[config.mk]
export PLATFORM = sky130hd
export DESIGN_NAME = shift_clock_watchdog
export DESIGN_NICKNAME = d
export VERILOG_FILES = /design/src/rtl/wdg_pkg.sv /design/src/rtl/wdg_sync.sv /design/src/rtl/wdg_edge.sv /design/src/rtl/wdg_timer.sv /design/src/rtl/wdg_status.sv /design/src/rtl/shift_clock_watchdog.sv
export SDC_FILE = /design/constraint.sdc
export NUM_CORES = 1
export LEC_CHECK = 0
export CORE_MARGIN = 10
export CORE_UTILIZATION = 40
export CTS_CLUSTER_DIAMETER = 40
export DETAILED_ROUTE_END_ITERATION = 10
export PLACE_DENSITY = 0.68
export REMOVE_ABC_BUFFERS = 1
export SYNTH_ARGS = -nofsm -noshare
export SYNTH_HDL_FRONTEND = slang
export SYNTH_SLANG_ARGS = --single-unit
[constraint.sdc]
create_clock -name clk_ref -period 2.3 [get_ports clk_ref]
set_clock_uncertainty 0.2 [all_clocks]
set_input_delay 0.23 -clock clk_ref [delete_from_list [all_inputs] [get_ports clk_ref]]
set_output_delay 0.23 -clock clk_ref [all_outputs]
set_load 0.03 [all_outputs]
[src/rtl/wdg_pkg.sv]
package wdg_pkg;

  typedef enum logic [1:0] {
    WD_RUN      = 2'd0,
    WD_TRIPPED  = 2'd1,
    WD_CLR_PEND = 2'd2
  } wd_state_e;

  function automatic int unsigned limit_width(int unsigned limit);
    return (limit < 2) ? 1 : $clog2(limit + 1);
  endfunction

endpackage

[src/rtl/wdg_sync.sv]
module wdg_sync #(
  parameter int unsigned STAGES  = 2,
  parameter bit          RST_VAL = 1'b0
) (
  input  logic clk,
  input  logic rst_n,
  input  logic d_i,
  output logic q_o
);

  logic [STAGES-1:0] chain_q;

  for (genvar i = 0; i < STAGES; i++) begin : g_stage
    if (i == 0) begin : g_first
      always_ff @(posedge clk or negedge rst_n) begin
        if (!rst_n) chain_q[i] <= RST_VAL;
        else        chain_q[i] <= d_i;
      end
    end else begin : g_next
      always_ff @(posedge clk or negedge rst_n) begin
        if (!rst_n) chain_q[i] <= RST_VAL;
        else        chain_q[i] <= chain_q[i-1];
      end
    end
  end

  assign q_o = chain_q[STAGES-1];

endmodule

[src/rtl/wdg_edge.sv]
module wdg_edge #(
  parameter bit BOTH_EDGES = 1'b0
) (
  input  logic clk,
  input  logic rst_n,
  input  logic level_i,
  output logic act_o
);

  logic prev_q;

  always_ff @(posedge clk or negedge rst_n) begin
    if (!rst_n) prev_q <= 1'b0;
    else        prev_q <= level_i;
  end

  if (BOTH_EDGES) begin : g_any
    assign act_o = level_i ^ prev_q;
  end else begin : g_rise
    assign act_o = level_i & ~prev_q;

    // a rising-edge pulse can never repeat on the following cycle
    AST_ACT_SINGLE: assert property (@(posedge clk) disable iff (!rst_n)
      act_o |=> !act_o);
  end

endmodule

[src/rtl/wdg_timer.sv]
module wdg_timer
  import wdg_pkg::*;
#(
  parameter int unsigned TIMEOUT_CYC = 25000
) (
  input  logic clk,
  input  logic rst_n,
  input  logic enable_i,
  input  logic restart_i,
  output logic expired_o
);

  localparam int unsigned CNT_W = limit_width(TIMEOUT_CYC);
  localparam logic [CNT_W-1:0] LIMIT = CNT_W'(TIMEOUT_CYC);

  logic [CNT_W-1:0] cnt_q;

  always_ff @(posedge clk or negedge rst_n) begin
    if (!rst_n) begin
      cnt_q <= '0;
    end else if (!enable_i || restart_i) begin
      cnt_q <= '0;
    end else if (cnt_q != LIMIT) begin
      cnt_q <= cnt_q + 1'b1;
    end
  end

  assign expired_o = (cnt_q == LIMIT);

  // counter saturates at the limit and never wraps
  AST_CNT_CAP: assert property (@(posedge clk) disable iff (!rst_n)
    cnt_q <= LIMIT);

endmodule

[src/rtl/wdg_status.sv]
module wdg_status
  import wdg_pkg::*;
(
  input  logic clk,
  input  logic rst_n,
  input  logic enable_i,
  input  logic expired_i,
  input  logic act_i,
  input  logic load_i,
  input  logic therm_i,
  output logic wd_o,
  output logic therm_o
);

  wd_state_e state_q, state_d;
  logic      therm_q;
  logic      trip;

  assign trip = enable_i & expired_i & ~act_i;

  always_comb begin
    state_d = state_q;
    unique case (state_q)
      WD_RUN:      if (trip)   state_d = WD_TRIPPED;
      WD_TRIPPED:  if (load_i) state_d = WD_CLR_PEND;
      WD_CLR_PEND: if (act_i)  state_d = WD_RUN;
      default:                 state_d = WD_TRIPPED;
    endcase
  end

  always_ff @(posedge clk or negedge rst_n) begin
    if (!rst_n) begin
      state_q <= WD_RUN;
      therm_q <= 1'b0;
    end else begin
      state_q <= state_d;
      therm_q <= therm_i;
    end
  end

  assign wd_o    = (state_q != WD_RUN);
  assign therm_o = therm_q;

  AST_TRIP_NEEDS_EXPIRY: assert property (@(posedge clk) disable iff (!rst_n)
    $rose(wd_o) |-> $past(expired_i));
  AST_TRIP_NEEDS_ENABLE: assert property (@(posedge clk) disable iff (!rst_n)
    $rose(wd_o) |-> $past(enable_i));
  AST_CLEAR_NEEDS_EDGE: assert property (@(posedge clk) disable iff (!rst_n)
    $fell(wd_o) |-> $past(act_i));

endmodule

[src/rtl/shift_clock_watchdog.sv]
module shift_clock_watchdog
  import wdg_pkg::*;
#(
  parameter int unsigned TIMEOUT_CYC = 25000,
  parameter int unsigned SYNC_STAGES = 2,
  parameter bit          BOTH_EDGES  = 1'b0
) (
  input  logic clk_ref,
  input  logic rst_n,
  input  logic shift_clk,
  input  logic wd_enable,
  input  logic ctl_load,
  input  logic therm_fault,
  output logic force_off,
  output logic wd_status,
  output logic therm_status
);

  logic sclk_sync;
  logic therm_sync;
  logic act;
  logic expired;

  wdg_sync #(.STAGES(SYNC_STAGES), .RST_VAL(1'b0)) u_sclk_sync (
    .clk   (clk_ref),
    .rst_n (rst_n),
    .d_i   (shift_clk),
    .q_o   (sclk_sync)
  );

  wdg_sync #(.STAGES(SYNC_STAGES), .RST_VAL(1'b0)) u_therm_sync (
    .clk   (clk_ref),
    .rst_n (rst_n),
    .d_i   (therm_fault),
    .q_o   (therm_sync)
  );

  wdg_edge #(.BOTH_EDGES(BOTH_EDGES)) u_edge (
    .clk     (clk_ref),
    .rst_n   (rst_n),
    .level_i (sclk_sync),
    .act_o   (act)
  );

  wdg_timer #(.TIMEOUT_CYC(TIMEOUT_CYC)) u_timer (
    .clk       (clk_ref),
    .rst_n     (rst_n),
    .enable_i  (wd_enable),
    .restart_i (act),
    .expired_o (expired)
  );

  wdg_status u_status (
    .clk       (clk_ref),
    .rst_n     (rst_n),
    .enable_i  (wd_enable),
    .expired_i (expired),
    .act_i     (act),
    .load_i    (ctl_load),
    .therm_i   (therm_sync),
    .wd_o      (wd_status),
    .therm_o   (therm_status)
  );

  assign force_off = wd_status | therm_status;

  // an observed edge never leads straight into a trip
  AST_NO_TRIP_AFTER_EDGE: assert property (@(posedge clk_ref) disable iff (!rst_n)
    (act && !wd_status) |=> !wd_status);

endmodule

== Word level (Yosys, flattened, before mapping) ==
Cells that the tools add are included.

* Add/subtract/negate cells: 1
* Eq/ne operators: 7
* Mux-type cells: 6
* Bitwise operators: 6
* Reductions and logical operators: 6

{| class="wikitable"
|+ Operators by type and width
! operator !! count
|-
| two-way mux 15 bit || 2
|-
| adder 15 x 1 -> 15 bit (second input constant) || 1
|-
| equality test 15 bit (second input constant) || 1
|-
| inequality test 15 bit (second input constant) || 1
|-
| two-way mux 2 bit || 3
|-
| case mux 2 bit (3 select lines) || 1
|-
| inequality test 2 x 1 -> 1 bit (second input constant) || 2
|-
| nonzero test 2 bit || 2
|-
| AND 1 bit || 3
|-
| AND reduction 3 bit || 1
|-
| equality test 2 x 1 -> 1 bit (second input constant) || 1
|-
| equality test 2 bit (second input constant) || 1
|-
| zero test 2 bit || 1
|-
| inequality test 2 bit (second input constant) || 1
|-
| inverter 1 bit || 2
|-
| zero test 1 bit || 1
|-
| logical OR 1 bit || 1
|-
| OR 1 bit || 1
|}

* Register bits: 23
* Input bits: 6
* Output and inout bits: 3
* Logic and storage cells: 34

== Depth between registers and ports, before layout ==
Gate-level depths: netlist of the first run.

* Word-level depth: 6
* Mapped depth: 6
* Depth with buffers taken out: 6

== Cells and area by module ==
A second synthesis of the first run with hierarchy kept.

* Cells, all modules: 112
* Area total of the unflattened synthesis: 1,181.1 um2

{| class="wikitable"
|+ Modules (own cells, without submodules)
! module !! instances !! cells each !! area an instance (um2) !! seq. area each (um2)
|-
| wdg_timer || 1 || 89 || 853.3 || 375.4
|-
| wdg_status || 1 || 16 || 182.7 || 75.1
|-
| wdg_sync || 2 || 2 || 50.0 || 50.0
|-
| wdg_edge || 1 || 2 || 38.8 || 25.0
|-
| shift_clock_watchdog || 1 || 1 || 6.3 || 0.0
|}

== Worst setup path after synthesis of the first run ==
Ideal clock, no wire load.

* Path type: reg-to-reg
* Start: register u_timer.cnt_q[0]
* End: register u_status.state_q[0]
* Library setup time: 69 ps
* Data arrival time: 1,460 ps
* Data required time: 2,031 ps
* Path slack: 571 ps
* Stages on the path, launching flop included: 7
* Buffers on the path: 0
* Clock period less this slack: 1,729 ps
* Path through: dfrtp_1 inv_1 ha_1 nor4b_2 nand4_2 or4_1 nand3_1

* Longest elaborated chain between the ends: 5

{| class="wikitable"
|+ RTL lines
! item !! RTL line !! text
|-
| from (decl) || wdg_timer.sv:16 || <nowiki>logic [CNT_W-1:0] cnt_q;</nowiki>
|-
| from (signal assigned) || wdg_timer.sv:24 || <nowiki>cnt_q <= cnt_q + 1'b1;</nowiki>
|-
| equality test 15 bit || wdg_timer.sv:28 || <nowiki>assign expired_o = (cnt_q == LIMIT);</nowiki>
|-
| AND 1 bit (2 in series) || wdg_status.sv:19 || <nowiki>assign trip = enable_i & expired_i & ~act_i;</nowiki>
|-
| inequality test 2 x 1 -> 1 bit (no line) || - ||
|-
| AND reduction 3 bit (no line) || - ||
|-
| to (signal assigned) || wdg_status.sv:36 || <nowiki>state_q <= state_d;</nowiki>
|-
| to (decl) || wdg_status.sv:15 || <nowiki>wd_state_e state_q, state_d;</nowiki>
|}

No other way between the ends.
A chain may end at the register's enable or synchronous reset.

== Final worst setup path of the first run ==
* Start: register u_status.state_q[0]
* End: output force_off

* Longest elaborated chain between the ends: 2

{| class="wikitable"
|+ RTL lines
! item !! RTL line !! text
|-
| nonzero test 2 bit || wdg_status.sv:41 || <nowiki>assign wd_o = (state_q != WD_RUN);</nowiki>
|-
| OR 1 bit || shift_clock_watchdog.sv:65 || <nowiki>assign force_off = wd_status | therm_status;</nowiki>
|-
| to (decl) || shift_clock_watchdog.sv:14 || <nowiki>output logic force_off,</nowiki>
|}

No other way between the ends.

==> results.txt, run 1 <==
Outcome: completed
Crit path max-delay family: buffers and inverters
Iteration-0 DRC Markers: 27
Total track usage: 0.0803
P_int: 500 uW
Setup violators final: 0
Die area: 0.00553 sq mm
Antenna cells: 0
Post-synthesis sequential area ratio: 0.487
Clk_lat worst skew: 300 ps
Crit path largest cell delay: 430 ps
CTS tree: built
Buffers on Ports: 8
Tmin final: 2010 ps
Synth top area cells: dfrtp_1 (49%), ha_1 (6.3%), xor2_1 (5.9%)
Slowest CP cell: dfrtp_1
Initial Util: 0.425
Pwr Density: 490 mW/mm^2
Hold Vio Cnt, Final: 0
Initial antenna violation count: 0
Main flop type after synthesis: dfrtp_1
Clock root buffer master: clkbuf_4
Placed cells: 148
Peak supply drop: 0.354 mV
Post-synthesis cell count: 110
Synthesized area: 0.00118 sq mm
CP Capture Type: output pin
Drt drc: 0
Core area: 0.00278 sq mm
Row cnt: 19
Synth Warn #: 0
H-Tree Depth: 1
Largest net degree at the start of global routing: 20
RSZ-0062 raised after global routing: false
Routed Antenna Nets: 0
Post-synth top area share: 0.487
Worst Path Class, Setup: reg2out
Buf/Inv on CP: 2
Crit path cell chain: inv_1, ha_1, nand2b_1, dlygate4sd2_1
Flops & latches, synth: 23
Post-synth EDFFs: 0
WL/cell: 13.3 microns
CP Launch Type: flop
Clk pwr share: 0.283
LEAKAGE: 0.000617 uW
Final Instance Count excl. Fillers: 152
DR vias: 808
Worst hold path class: in2async
DPL Wire Length: 1520 microns
Final wirelength: 2030 microns
Max clock buf depth: 2
Die Ht: 74.4 microns
Synthesized area per cell: 10.7 sq um
Critical path arrival: 1580 ps
Most frequent cells after synthesis: dfrtp_1 (23), nor2_1 (12), xor2_1 (8)
GRT overflow: 0
Crit-path max FO: 6
Global-route wire length before repair: 3640 microns
CTS Buf Count: 3
Tightest Pin Transition: 422 ps
Most frequent cell after synthesis: dfrtp_1
WP data required: 1870 ps
Comb power frac: 0.074
Cell taking the most area after synthesis: dfrtp_1
TNS Setup: 0 ps
Number of distinct library cells after synthesis: 31
Utilization after layout: 0.476
Post-CTS Hold Buffers: 0
Part of the power in registers: 0.643
Final net count: 134
Final clock period utilization by the worst path: 0.874
Layout cells sized above 1: 0.107
Drt first pass iters: 4
Max Slew Vio Count: 0
Fraction of registers with async set/reset: 1.00
Net Sw Frac: 0.231
Ports: 9
Num Clock Sinks: 23
Via density: 5.32
Die W: 74.4 microns
Slew margin rel.: 0.718
Max Freq: 497 MHz
Area Overhead vs Synth: 12.1%
Number of global-route vias before repair: 804
Max-Cap Viols: 0
GPL Wtd Cong: 0.755
Switch Pwr: 150 uW
Reg clk slew, reported paths: 130 ps
[final cells by class]
type | instances | area (sq um)
fill | 261 | 1460
sequential | 23 | 576
inverter | 7 | 26.3
clock buffer | 3 | 22.5
tap | 31 | 38.8
clock inverter | 1 | 7.51
multi-input combinational | 78 | 566
timing repair buffer | 9 | 88.8
[metal layers]
| layer | global-route usage | part of all wire | vias to the layer above |
|---|---|---|---|
| met5 | 0 | 0 | - |
| met4 | 0.0244 | 0.0099 | 0 |
| met3 | 0.0173 | 0.022 | 2 |
| met2 | 0.139 | 0.51 | 5 |
| met1 | 0.0967 | 0.45 | 392 |
| li1 | - | - | 409 |
[layout by cell type (no fill, tap or decap), drive strengths merged, types with 2 or more instances in the layout]
cell	Yosys	layout
or3	3	3
o21ai	3	3
nand3	6	6
nor2	12	12
nand2	6	6
clkbuf	0	3
mux2i	3	3
inv	7	7
a21oi	4	4
nand4	6	6
ha	6	6
and4	2	2
or4	3	3
clkdlybuf4s50	0	6
o211ai	3	3
dfrtp	23	23
nor4b	2	2
xor2	8	8
and2	3	3
[power by group through the flow]
stage                     Clock [uW]  Sequential (uW)  Combinational [uW]
after floorplan                    0              426                22.2
after global routing             210              419                54.4
after detailed placement           0              426                50.2
after CTS                        192              418                49.8
final                            184              418                48.2
after global placement             0              425                49.7
[flip-flops by register name, summed over array words and instances, names as in the netlist]
name / count
u_sclk_sync.q_o: 1
u_therm_sync.q_o: 1
u_edge.prev_q: 1
u_timer.cnt_q: 15
u_status.state_q: 2
u_status.therm_o: 1
u_therm_sync.chain_q: 1
u_sclk_sync.chain_q: 1
[cell families after synthesis]
family | count (synthesis) | synth area share
buffers and inverters | 9 | 0.0349
DFF | 23 | 0.487
muxes | 3 | 0.0254
and+or+nand+nor | 47 | 0.252
xor gates and xnor gates | 9 | 0.0667
AOI/OAI and AO/OA | 13 | 0.0709
adders and majority gates | 6 | 0.0635
[path summary, 6_finish.rpt]
| path | startpoint | end | slack [ps] | cells after the start |
|---|---|---|---|---|
| worst max-delay path | u_status.state_q[0] | force_off | 290 | 4 |
| worst min-delay path | rst_n | u_timer.cnt_q[4] | 10 | 1 |
| worst max register to register | u_timer.cnt_q[0] | u_status.state_q[0] | 370 | 6 |
| worst min register to register | u_therm_sync.chain_q[0] | u_therm_sync.q_o | 170 | 0 |
| max in group asynchronous | rst_n | u_timer.cnt_q[14] | 1370 | 2 |
| min in group clk_ref | shift_clk | u_sclk_sync.chain_q[0] | 150 | 1 |
[worst register-to-register path, cell delays in order (launching register included)]
cell and delay, ps:
dfrtp_1 450, inv_1 70, ha_1 130, nor4b_2 220, nand4_2 250, or4_1 470
nand3_1 80
[timing repair]
item | CTS | global route
buffers inserted | 0 | 0
hold endpoints to repair | 0 | 0
resized for setup | 1 | 1
setup endpoints to repair | 1 | 1
[through the flow]
step                      hold slack [ps]  setup WS [ps]  power (uW)  instance area, sq um
after global placement                135            398         475                  1290
final                                9.77            289         650                  1330
after global routing                 18.2            160         684                  1330
after CTS                            19.8           17.0         660                  1320
after floorplan                      -266            571         448                  1170
after detailed placement              146            350         476                  1290
Note: power is estimated with default switching activity, not from simulation.
==> run 2, diff against run 1 <==
Settings changed: CTS_BUF_LIST from default to sky130_fd_sc_hd__clkbuf_8.
==> results.txt, run 2 (same netlist as run 1, synthesis figures left out) <==
CTS tree: built
Initial Util: 0.425
Iteration-0 DRC Markers: 9
RSZ-0062 raised after global routing: false
Buffers on Ports: 8
Postcts setup bufs: 0
Layout fillers: 256
Drt drc: 0
Die area: 0.00553 sq mm
Reg area: 576 sq um
Tightest Pin Transition: 418 ps
CTS Buf Count: 3
Setup slack, reg-to-reg: 380 ps
Outcome: completed
Max clock buf depth: 2
Ports: 9
Final wirelength: 2030 microns
Top flop regs: u_timer.cnt_q: 15 flops, u_status.state_q: 2 flops
Pre-CTS setup slack: 350 ps
CP Capture Type: flop
LEAKAGE: 0.000632 uW
Slew margin rel.: 0.720
Worst Path Class, Setup: reg2reg
Max Freq: 522 MHz
Reg clk slew, reported paths: 80 ps
Pwr Density: 531 mW/mm^2
Global-route wire length before repair: 3700 microns
DPL Wire Length: 1520 microns
Die W: 74.4 microns
Largest net degree at the start of global routing: 20
Final Worst Setup Slack: 383 ps
DR vias: 812
Area Overhead vs Synth: 14.0%
Max reg flops: 15
CP Launch Type: flop
WL/cell: 13.3 microns
WP data required: 2300 ps
Routed Antenna Nets: 0
Row cnt: 19
Peak supply drop: 0.403 mV
Max-Cap Viols: 0
Area occupied by multi-input gates: 566 sq um
Clk_lat worst skew: 260 ps
Max Slew Vio Count: 0
Clock root buffer master: clkbuf_8
Tmin final: 1920 ps
TNS Setup: 0 ps
Number of global-route vias before repair: 811
Core area: 0.00278 sq mm
Most frequent cells in the layout: dfrtp_1 (23), nor2_1 (12), xor2_1 (8)
Initial antenna violation count: 0
Total track usage: 0.0838
Setup violators final: 0
Crit-path max FO: 8
Final net count: 134
Worst hold path class: in2async
H-Tree Depth: 1
GPL Wtd Cong: 0.755
Critical path arrival: 1920 ps
Via density: 5.34
Layout cells sized above 1: 0.107
GRT overflow: 0
Reg with most FFs: u_timer.cnt_q
Num Clock Sinks: 23
Most common cell after layout, fill and taps aside: dfrtp_1
Hold Vio Cnt, Final: 0
Final clock period utilization by the worst path: 0.834
Antenna cells: 0
Die Ht: 74.4 microns
Drt first pass iters: 4
## run 2: timing repair
| action | 4_1_cts | 5_1_grt |
|---|---|---|
| setup endpoints to repair | 0 | 2 |
| hold buffers | 0 | 0 |
| endpoints found under the hold margin | 0 | 0 |
| gates resized for setup | 0 | 2 |
## run 2: critical path: stages, from the launching register on
cell and delay [ps]:
dfrtp_1 430, inv_1 70, ha_1 130, nor4b_2 220, nand4_2 250, or4_1 470
nand3_1 80
## run 2: power by group
group	internal, uW	switching (uW)	total, uW
logic	21.3	27.2	48.5
clock network	123	128	250
registers	412	5.19	417
total	556	160	716
## run 2: layer usage
metal	part of all wire	GRT usage	wire, microns	vias to the layer above
met1	0.46	0.0983	928	391
met5	0	0	0	-
li1	-	-	-	410
met2	0.50	0.135	1010	6
met4	0.024	0.0549	49	0
met3	0.020	0.0173	40	5
## run 2: path summary, 6_finish.rpt
check,to,cells after the start,from
max,u_status.state_q[0],6,u_timer.cnt_q[0]
min,u_timer.cnt_q[4],1,rst_n
max reg2reg,u_status.state_q[0],6,u_timer.cnt_q[0]
min reg2reg,u_status.therm_o,0,u_therm_sync.q_o
max in group asynchronous,u_timer.cnt_q[14],2,rst_n
min in group clk_ref,u_status.therm_o,0,u_therm_sync.q_o
## run 2: final cells by class
cell class / instances / share of cell area
timing repair buffer: 9 / 0.0687
sequential: 23 / 0.427
clock buffer: 3 / 0.0306
tap: 31 / 0.0288
clock inverter: 1 / 0.00557
inverter: 7 / 0.0195
multi-input combinational: 78 / 0.420
## run 2: per-stage QoR
| stage | util | cells | total power, uW | hold WS, ps | cell area, sq um |
|---|---|---|---|---|---|
| 6_report | 0.484 | 152 | 716 | 58.3 | 1350 |
| 5_1_grt | 0.484 | 152 | 753 | 81.0 | 1350 |
| 4_1_cts | 0.483 | 152 | 729 | 69.2 | 1340 |
| 3_5_place_dp | 0.465 | 148 | 476 | 146 | 1290 |
| 3_3_place_gp | 0.465 | 148 | 475 | 135 | 1290 |
| 2_1_floorplan | - | 108 | 448 | -266 | 1170 |
